--- config.mk ---
export PLATFORM = sky130hd
export DESIGN_NAME = fpu_insn_decode
export DESIGN_NICKNAME = d
export VERILOG_FILES = /design/src/rtl/fpdec_pkg.sv /design/src/rtl/fpdec_opmap.sv /design/src/rtl/fpdec_bankmap.sv /design/src/rtl/fpu_insn_decode.sv
export SDC_FILE = /design/constraint.sdc
export NUM_CORES = 1
export LEC_CHECK = 0
export ABC_AREA = 1
export BUFFER_PORTS_ARGS = -buffer_cell sky130_fd_sc_hd__buf_2
export CORE_ASPECT_RATIO = 2
export CORE_MARGIN = 2
export CORE_UTILIZATION = 37
export DETAILED_ROUTE_END_ITERATION = 8
export PLACE_DENSITY = 0.87
export SLEW_MARGIN = 20
export SYNTH_ARGS = -nofsm -noshare
export SYNTH_HDL_FRONTEND = slang
export SYNTH_SLANG_ARGS = --single-unit
export TNS_END_PERCENT = 30
--- constraint.sdc ---
create_clock -name clk -period 0.93 [get_ports clk]
set_input_delay 0.1395 -clock clk [delete_from_list [all_inputs] [get_ports clk]]
set_output_delay 0.1395 -clock clk [all_outputs]
set_load 0.02 [all_outputs]
--- src/rtl/fpdec_pkg.sv ---
package fpdec_pkg;

    localparam int INSN_W  = 16;
    localparam int SCR_W   = 32;
    localparam int FIELD_W = 4;
    localparam int IDX_W   = FIELD_W + 1;
    localparam int DIDX_W  = IDX_W - 1;
    localparam int OP_W    = 6;
    localparam int TOG_W   = 3;

    localparam int BIT_PREC = 19;
    localparam int BIT_SIZE = 20;
    localparam int BIT_BANK = 21;
    localparam logic [SCR_W-1:0] SCR_MASK = 32'h003F_FFFF;

    localparam logic [FIELD_W-1:0] GRP_FLOAT  = 4'hF;
    localparam logic [FIELD_W-1:0] GRP_SYS_A  = 4'h0;
    localparam logic [FIELD_W-1:0] GRP_SYS_B  = 4'h4;
    localparam logic [FIELD_W-1:0] F_UNARY    = 4'd13;
    localparam logic [FIELD_W-1:0] M_EXT      = 4'd15;
    localparam logic [OP_W-1:0]    UNARY_BASE = 6'd16;

    typedef enum logic [OP_W-1:0] {
        OP_ADD     = 6'd0,
        OP_SUB     = 6'd1,
        OP_MUL     = 6'd2,
        OP_DIV     = 6'd3,
        OP_CMP_EQ  = 6'd4,
        OP_CMP_GT  = 6'd5,
        OP_LD_IDX  = 6'd6,
        OP_ST_IDX  = 6'd7,
        OP_LD      = 6'd8,
        OP_LD_INC  = 6'd9,
        OP_ST      = 6'd10,
        OP_ST_DEC  = 6'd11,
        OP_MOVE    = 6'd12,
        OP_MAC     = 6'd14,
        OP_NOP     = 6'd15,
        OP_TO_UL   = 6'd16,
        OP_FROM_UL = 6'd17,
        OP_FLOAT   = 6'd18,
        OP_TRUNC   = 6'd19,
        OP_NEG     = 6'd20,
        OP_ABS     = 6'd21,
        OP_SQRT    = 6'd22,
        OP_RSQRT   = 6'd23,
        OP_LD_ZERO = 6'd24,
        OP_LD_ONE  = 6'd25,
        OP_CVT_SD  = 6'd26,
        OP_CVT_DS  = 6'd27,
        OP_IPR     = 6'd30,
        OP_TOGGLE  = 6'd31,
        OP_SYS     = 6'd32
    } op_e;

    typedef struct packed {
        op_e              op;
        logic             illegal;
        logic [TOG_W-1:0] toggle;
        logic             is_move;
        logic             is_sys;
    } dec_t;

    function automatic logic is_move_code(input logic [FIELD_W-1:0] f);
        return (f >= 4'd6) && (f <= 4'd12);
    endfunction

    function automatic logic [TOG_W-1:0] toggle_onehot(input logic [1:0] sel);
        logic [TOG_W-1:0] t;
        t = '0;
        if (sel != 2'd3) t[sel] = 1'b1;
        return t;
    endfunction

endpackage

--- src/rtl/fpdec_opmap.sv ---
module fpdec_opmap
    import fpdec_pkg::*;
(
    input  logic [INSN_W-1:0] insn,
    output dec_t              dec
);
    logic [FIELD_W-1:0] grp, fn, fm, ff;

    assign grp = insn[15:12];
    assign fn  = insn[11:8];
    assign fm  = insn[7:4];
    assign ff  = insn[3:0];

    always_comb begin
        dec         = '0;
        dec.op      = OP_NOP;
        if (grp != GRP_FLOAT) begin
            dec.is_sys = 1'b1;
            if (grp == GRP_SYS_A || grp == GRP_SYS_B) dec.op = OP_SYS;
            else                                     dec.illegal = 1'b1;
        end else if (ff != F_UNARY) begin
            dec.op      = op_e'({2'b00, ff});
            dec.is_move = is_move_code(ff);
        end else if (fm == M_EXT) begin
            if (fn[1:0] != 2'b11) begin
                dec.illegal = 1'b1;
            end else begin
                dec.toggle = toggle_onehot(fn[3:2]);
                if (fn[3:2] != 2'd3) dec.op = OP_TOGGLE;
            end
        end else if (fm == 4'd12 || fm == 4'd13) begin
            dec.op = OP_NOP;
        end else begin
            dec.op = op_e'(UNARY_BASE + {2'b00, fm});
        end
    end
endmodule

--- src/rtl/fpdec_bankmap.sv ---
module fpdec_bankmap
    import fpdec_pkg::*;
#(
    parameter int RW = FIELD_W,
    localparam int IW = RW + 1
)(
    input  logic [RW-1:0] reg_num,
    input  logic          bank,
    input  logic          pair,
    output logic [IW-1:0] s_idx,
    output logic [IW-2:0] d_idx,
    output logic [IW-1:0] x_idx
);
    logic [IW-1:0] logical;
    logic [IW-1:0] swap;

    assign swap = {bank, {RW{1'b0}}};

    always_comb begin
        if (pair) logical = {reg_num[0], reg_num[RW-1:1], 1'b0};
        else      logical = {1'b0, reg_num};
    end

    assign s_idx = logical ^ swap;
    assign d_idx = s_idx[IW-1:1];
    assign x_idx = {1'b1, reg_num} ^ swap;
endmodule

--- src/rtl/fpu_insn_decode.sv ---
module fpu_insn_decode
    import fpdec_pkg::*;
(
    input  logic              clk,
    input  logic              rst,
    input  logic              in_valid,
    input  logic [INSN_W-1:0] insn,
    input  logic [SCR_W-1:0]  fpscr,
    output logic              out_valid,
    output logic [OP_W-1:0]   op_code,
    output logic [IDX_W-1:0]  dst_s,
    output logic [IDX_W-1:0]  src_s,
    output logic [DIDX_W-1:0] dst_d,
    output logic [DIDX_W-1:0] src_d,
    output logic [IDX_W-1:0]  dst_x,
    output logic [IDX_W-1:0]  src_x,
    output logic              dbl_prec,
    output logic [TOG_W-1:0]  toggle_req,
    output logic              illegal,
    output logic              sys_xfer_ul,
    output logic [FIELD_W-1:0] sys_gpr
);
    localparam int NFIELD = 2;

    logic [SCR_W-1:0] scr;
    dec_t             dec;
    logic             pair;

    logic [FIELD_W-1:0] fld [NFIELD];
    logic [IDX_W-1:0]   s_c [NFIELD];
    logic [DIDX_W-1:0]  d_c [NFIELD];
    logic [IDX_W-1:0]   x_c [NFIELD];

    assign scr    = fpscr & SCR_MASK;
    assign fld[0] = insn[11:8];
    assign fld[1] = insn[7:4];
    assign pair   = dec.is_move & scr[BIT_SIZE];

    fpdec_opmap u_opmap (
        .insn (insn),
        .dec  (dec)
    );

    for (genvar g = 0; g < NFIELD; g++) begin : g_map
        fpdec_bankmap #(.RW(FIELD_W)) u_map (
            .reg_num (fld[g]),
            .bank    (scr[BIT_BANK]),
            .pair    (pair),
            .s_idx   (s_c[g]),
            .d_idx   (d_c[g]),
            .x_idx   (x_c[g])
        );
    end

    always_ff @(posedge clk) begin
        if (rst) begin
            out_valid   <= 1'b0;
            op_code     <= OP_NOP;
            dst_s       <= '0;
            src_s       <= '0;
            dst_d       <= '0;
            src_d       <= '0;
            dst_x       <= '0;
            src_x       <= '0;
            dbl_prec    <= 1'b0;
            toggle_req  <= '0;
            illegal     <= 1'b0;
            sys_xfer_ul <= 1'b0;
            sys_gpr     <= '0;
        end else begin
            out_valid  <= in_valid;
            toggle_req <= in_valid ? dec.toggle : '0;
            illegal    <= in_valid & dec.illegal;
            if (in_valid) begin
                op_code  <= dec.op;
                dbl_prec <= scr[BIT_PREC];
                if (dec.is_sys) begin
                    dst_s       <= '0;
                    src_s       <= '0;
                    dst_d       <= '0;
                    src_d       <= '0;
                    dst_x       <= '0;
                    src_x       <= '0;
                    sys_xfer_ul <= insn[4];
                    sys_gpr     <= insn[11:8];
                end else begin
                    dst_s       <= s_c[0];
                    src_s       <= s_c[1];
                    dst_d       <= d_c[0];
                    src_d       <= d_c[1];
                    dst_x       <= x_c[0];
                    src_x       <= x_c[1];
                    sys_xfer_ul <= 1'b0;
                    sys_gpr     <= '0;
                end
            end
        end
    end

    // result strobe follows the accepted word by one edge
    a_r10_valid_follow: assert property (@(posedge clk) disable iff (rst)
        in_valid |=> out_valid);
    a_r10_idle_quiet: assert property (@(posedge clk) disable iff (rst)
        !in_valid |=> (!out_valid && toggle_req == '0 && !illegal));
    // at most one status toggle, only with the toggle op
    a_r4_toggle_onehot: assert property (@(posedge clk) disable iff (rst)
        $onehot0(toggle_req));
    a_r4_toggle_op: assert property (@(posedge clk) disable iff (rst)
        (toggle_req != '0) |-> (op_code == OP_TOGGLE));
    // undecodable words report a no-op
    a_r1_illegal_nop: assert property (@(posedge clk) disable iff (rst)
        illegal |-> (op_code == OP_NOP));
    // bank bit lands on the top index bit outside pair moves
    a_r5_bank_swap: assert property (@(posedge clk) disable iff (rst)
        (in_valid && insn[15:12] == GRP_FLOAT && !(is_move_code(insn[3:0]) && fpscr[BIT_SIZE]))
        |=> (dst_s == {$past(fpscr[BIT_BANK]), $past(insn[11:8])}));
    // double index tracks the single index
    a_r6_double_idx: assert property (@(posedge clk) disable iff (rst)
        out_valid |-> (dst_d == dst_s[IDX_W-1:1] && src_d == src_s[IDX_W-1:1]));
    // precision flag is the precision bit of the accepted word
    a_r9_prec: assert property (@(posedge clk) disable iff (rst)
        in_valid |=> (dbl_prec == $past(fpscr[BIT_PREC])));
endmodule

-- After elaboration in Yosys (flattened, before gate mapping)
Cells that the tools add are included.
- word-level logic and storage cells: 69
- output and inout bits: 45
- bits in registers: 45
- input bits: 51
- magnitude comparators: 4
- bitwise gates (word level): 9
- reductions and logical operators: 6
- equality and inequality tests: 8
- multiplexer cells: 28
- add/subtract/negate cells: 1
- operator list (cell ; count):
    5-bit 2-to-1 mux ; 8
    6-bit 2-to-1 mux ; 4
    4-bit 2-to-1 mux ; 5
    5-bit bitwise XOR ; 4
    4-bit == test (second input constant) ; 3
    4-bit != test (second input constant) ; 2
    1-bit 2-to-1 mux ; 7
    7-bit 2-to-1 mux ; 1
    7-bit OR reduction ; 1
    5-bit by 4-bit adder with 6-bit output (first input constant) ; 1
    3-bit 2-to-1 mux ; 2
    4-bit by 3-bit == test with 1-bit output (second input constant) ; 1
    4-bit by 3-bit >= comparator with 1-bit output (second input constant) ; 1
    4-bit less-or-equal comparator (second input constant) ; 1
    4-bit zero test ; 1
    2-bit != test (second input constant) ; 2
    2-bit by 3-bit < comparator with 1-bit output (second input constant) ; 1
    1-bit NOT ; 3
    1-bit bitwise AND ; 2
    1-bit demux with 2-bit select ; 1
    2-bit by 1-bit >= comparator with 1-bit output (second input constant) ; 1
    1-bit logical AND ; 2
    1-bit logical OR ; 2

-- Longest topological paths before layout
- depth after elaboration: 10
- depth in mapped cells: 9
- depth with buffers taken out: 9

-- By module
A second synthesis with hierarchy kept.
- cell total of the unflattened synthesis: 285
- area total of the unflattened synthesis: 2343.5 µm²
- by module, submodules not included (module ; seq. area each (µm²) ; cells an instance ; times used ; area each (µm²)):
    fpu_insn_decode ; 900.9 ; 195 ; 1 ; 1865.5
    fpdec_opmap ; 0.0 ; 54 ; 1 ; 257.7
    fpdec_bankmap ; 0.0 ; 18 ; 2 ; 110.1

-- Least setup slack after synthesis
OpenSTA, ideal clock, no wires.
- path type: in2reg
- start: in insn[14]
- end: reg dst_s[4]
- stages: 9
- path slack: 51 ps
- library setup time: 109 ps
- buffers on the path: 0
- required time: 821 ps
- arrival: 771 ps
- path through: nand2_2 inv_1 nand2_1 nor2_1 nand3_1 nand2_1 nand3_1 nand2_1 inv_1
- longest elaborated chain between the ends: 6
- elaborated cells between the ends (all ways): 7
- classes of those cells: eq/ne (1); mux (4); bitwise (2)
- ends and longest elaborated chain (item ; line ; source):
    start, declared ; fpu_insn_decode.sv:7 ; input logic [INSN_W-1:0] insn,
    4-bit != test * ; fpdec_opmap.sv:17 ; if (grp != GRP_FLOAT) begin
    1-bit 2-to-1 mux ; fpdec_opmap.sv:17 ;
    1-bit bitwise AND ; fpu_insn_decode.sv:37 ; assign pair = dec.is_move & scr[BIT_SIZE];
    5-bit 2-to-1 mux ; fpdec_bankmap.sv:20 ; if (pair) logical = {reg_num[0], reg_num[RW-1:1], 1'b0};
    5-bit bitwise XOR ; fpdec_bankmap.sv:24 ; assign s_idx = logical ^ swap;
    5-bit 2-to-1 mux * ; fpu_insn_decode.sv:77 ; if (dec.is_sys) begin
    end signal, assigned ; fpu_insn_decode.sv:87 ; dst_s <= s_c[0];
    end, declared ; fpu_insn_decode.sv:11 ; output logic [IDX_W-1:0] dst_s,
Mark *: on every way between the ends. The rest lies on a longest branch, timed or not.
A chain may end at the register's enable or synchronous reset.

==> results by stage <==
Global route:
- Entering global routing, the biggest net connects 26 pins.
- The number of antenna violations at the first check in global routing is 0.
- The first global-routing pass estimated 5720 µm of wire.
- For this run, the total global-route usage over all layers was measured as 0.180.
- The number of global-route vias before repair is 1,325.
- The remaining global-route overflow is 0.

Detailed routing:
- For this run, design rule violations remaining after detail routing come to 0.
- The pre-antenna-repair detailed-routing pass consisted of 4 iterations.
- The number of DRC markers after the initial detailed-route iteration is 27.
- The routed length per placed instance is 11.8 µm.
- The routed design has 3690 µm of wire.
- The total number of vias is 1,477.
- The mean number of vias per cell is 4.72.
- The antenna violation net count after detailed routing is 0.

Setup path:
- The type of element launching the critical path is a flop.
- STA puts the critical path data required time at 790 ps.
- In this run the worst path has a maximum fanout of 4.
- In this run the number of cells on the critical path is 1.
- The most critical setup path has its endpoint at dst_d[1].
- The slowest stage of the critical path is the sky130_fd_sc_hd__dfxtp_2 cell.
- The arrival time of data at the critical path endpoint is 790 ps.
- The critical path goes through buf_4.
- The cell depth of the worst flop-to-flop path is 5.
- The critical path starts at dst_s[2].
- The count of buffering cells on the critical path with inverters included is 1.
- In this design, the stage delay of the slowest critical-path cell is 360 ps.
- The kind of capture point of the worst setup path is an output port.
- The cell family contributing the most delay on the critical path is flip-flops.
- The worst register-to-register path ends at dst_s[4].
- The minimum setup slack among reg-to-reg paths is 140 ps.
- The critical path is of the flop to output port type.
- The startpoint identified for the worst register-to-register timing path is dst_s[4].

Placement:
- The last weighted congestion value of the routability-driven placer is 0.889.
- The HPWL after detailed placement is 2750 µm.
- In this run the tool buffered the top-level ports with 66 buffer cells.
- The total instance count after detailed placement is 303.
- The worst slack at placement is -196 ps.

Clock tree:
- The clock latency of the later-clocked register in the worst-skew pair is 280 ps.
- Clock tree synthesis found a total of 30 sinks.
- The number of buffers inserted during clock tree synthesis is 5.
- The depth of the CTS H-tree is 2.
- The post-CTS clock slew at the launch and capture registers of the worst setup and hold paths is 60 ps.
- No sink is reached through more buffers than the 2 on the longest clock path.
- For this design, the CTS-stage hold fixing added 0 buffers.
- The tree is rooted in a sky130_fd_sc_hd__clkbuf_8.
- The TritonCTS clock tree is built.

Synth:
- For this run, the register share of the synthesized area comes to 0.428.
- The cell count after synthesis came out at 193.
- The average cell area after synthesis is 7.27 µm².
- The number of warning messages in the yosys log is 0.
- After synthesis the cells add up to 1400 µm².
- Counting distinct cell types in the post-synthesis netlist gives 23.
- The synthesized design contains 30 register bits.
- The total nets after synthesis is 244.

Timing:
- Setup repair after global routing could not meet its margin everywhere.
- The relative slew slack is 0.728.
- The hold violation total from the final report was 0.
- Across all setup checks in the final design, the least slack found is -2.52 ps.
- Of the available clock period, the critical path in the final layout requires 1.00.
- The setup violation total in the final timing report is 1.
- At the pin with the least slew margin, the transition time is 408 ps.
- The largest clock skew in the final design is 0 ps.
- Timing would allow up to 1070 MHz.
- The clock period minus final worst setup slack is 933 ps.
- The max-slew violation count was 0.

Floorplanning:
- The full die area is 4330 µm².
- Measured along the y axis, the die boundary spans 91.1 µm.
- The overall die width is 47.5 µm.
- The placeable core area is 3610 µm².
- The effective utilization at floorplan is 0.389.
- The floorplan has 31 rows.
- The boundary pin count is 96.

Power:
- The analysis attributes to cell leakage a power of 0.00103 µW.
- Dividing total power by cell area gives a power density of 1460 nW/µm².
- The maximum resistive drop on vdd is 1.21 mV.

Hold path:
- The number of cells on the worst hold path is 3.
- The path class of the lowest-slack min-delay path is primary input to flop.

Layout:
- The area of combinational cells with multiple inputs is 582 µm².
- Once layout is complete, the cells apart from fillers number 313.
- The share of layout cells above drive strength 1 is 0.451.
- The layout has 345 filler cells.
- Once layout is complete, the utilization of the core stands at 0.565.
- Compared with the post-synthesis result, the final layout area differs by 45.4%.
- After the last flow step, the layout net total stands at 314.
- The sequential cells in the finished layout cover a total of 627 µm².
- The number of antenna diodes in the final layout is 0.

Flow run:
- The tool flagged a number of max-cap violations equal to 0.

Outcome:
- The final reports fail on negative setup slack.
- The run finished, with violations left.
==> area by class of cell <==
cell class | instances | area share
Clock buffer | 8 | 0.0540
Multi-Input combinational cell | 122 | 0.285
Tap cell | 49 | 0.0301
Inverter | 20 | 0.0374
Timing Repair Buffer | 84 | 0.286
Sequential cell | 30 | 0.307
==> worst register-to-register path, stage by stage (launching register included) <==
cell and delay, ps:
sky130_fd_sc_hd__dfxtp_2 330, sky130_fd_sc_hd__buf_4 130, sky130_fd_sc_hd__nand2_1 60, sky130_fd_sc_hd__nand3_1 80, sky130_fd_sc_hd__nand2_1 60, sky130_fd_sc_hd__inv_1 40
==> state kept, by name (all words and copies together) (netlist names) <==
register     flops
src_s            5
op_code          6
dst_x            2
sys_gpr          4
dbl_prec         1
src_x            1
toggle_req       3
out_valid        1
dst_s            5
illegal          1
sys_xfer_ul      1
==> routing by layer <==
| layer | vias to the layer above | global-route usage | routed length, µm |
|---|---|---|---|
| met5 | - | 0 | 0 |
| met4 | 0 | 0.0766 | 72 |
| met3 | 6 | 0.0477 | 251 |
| met2 | 59 | 0.313 | 2080 |
| met1 | 668 | 0.187 | 1290 |
| li1 | 744 | - | - |
==> worst min-delay path by stage <==
stage,start,slack [ps],endpoint
2_1_floorplan,insn[11],210,toggle_req[1]
3_5_place_dp,fpscr[19],400,dbl_prec
6_report,fpscr[19],90,dbl_prec
3_3_place_gp,fpscr[19],370,dbl_prec
4_1_cts,fpscr[19],90,dbl_prec
5_1_grt,fpscr[19],120,dbl_prec
==> stage by stage <==
| stage | power (µW) | TNS [ps] | hold slack [ps] | area, µm² |
|---|---|---|---|---|
| after floorplan | 1570 | 0 | 209 | 1400 |
| after global placement | 1740 | -1180 | 368 | 1770 |
| after detailed placement | 1750 | -1840 | 395 | 1770 |
| after CTS | 3000 | -111 | 94.7 | 1950 |
| after global routing | 3110 | -300 | 123 | 2040 |
| final | 2980 | -2.52 | 93.5 | 2040 |
==> cells in the mapped netlist <==
master | instances | area [µm²]
sky130_fd_sc_hd__a21oi_1 | 22 | 110
sky130_fd_sc_hd__a31oi_1 | 1 | 6.26
sky130_fd_sc_hd__and3_1 | 1 | 6.26
sky130_fd_sc_hd__buf_2 | 3 | 15.0
sky130_fd_sc_hd__buf_4 | 15 | 113
sky130_fd_sc_hd__buf_6 | 1 | 11.3
sky130_fd_sc_hd__clkbuf_1 | 2 | 7.51
sky130_fd_sc_hd__clkinv_2 | 1 | 5.00
sky130_fd_sc_hd__dfxtp_1 | 30 | 601
sky130_fd_sc_hd__inv_1 | 18 | 67.6
sky130_fd_sc_hd__inv_2 | 1 | 3.75
sky130_fd_sc_hd__nand2_1 | 42 | 158
sky130_fd_sc_hd__nand2_2 | 2 | 12.5
sky130_fd_sc_hd__nand2_4 | 1 | 11.3
sky130_fd_sc_hd__nand3_1 | 23 | 115
sky130_fd_sc_hd__nor2_1 | 18 | 67.6
sky130_fd_sc_hd__nor2_2 | 2 | 12.5
sky130_fd_sc_hd__nor2_8 | 1 | 20.0
sky130_fd_sc_hd__nor3_1 | 1 | 5.00
sky130_fd_sc_hd__nor3_2 | 1 | 10.0
sky130_fd_sc_hd__o211ai_1 | 3 | 22.5
sky130_fd_sc_hd__o21ai_0 | 3 | 15.0
sky130_fd_sc_hd__o31ai_1 | 1 | 7.51
==> timing repair <==
action	in CTS	in global routing
setup endpoints to repair	27	36
gates cloned	0	0
gates resized for setup	27	38
buffers inserted	1	1
==> cells in the final DEF (no fill, tap or decap), drive strengths merged <==
cell    netlist  layout
buf          19      84
inv          19      19
nand3        23      23
and3          1       1
a21oi        22      22
clkinv        1       1
a31oi         1       1
nand2        45      45
nor3          2       2
clkbuf        2       8
o21ai         3       3
nor2         21      21
o31ai         1       1
o211ai        3       3
dfxtp        30      30
==> logic make-up after synthesis <==
group                  synth area share
and+or+nand+nor                   0.298
AOI/OAI and AO/OA                 0.115
buffers and inverters             0.159
DFF                               0.428
==> report_power, final <==
part	switching, µW	internal (µW)
logic	235	169
registers	19.9	1320
clock network	491	746
total	747	2240
(Power assumes the default switching activity.)
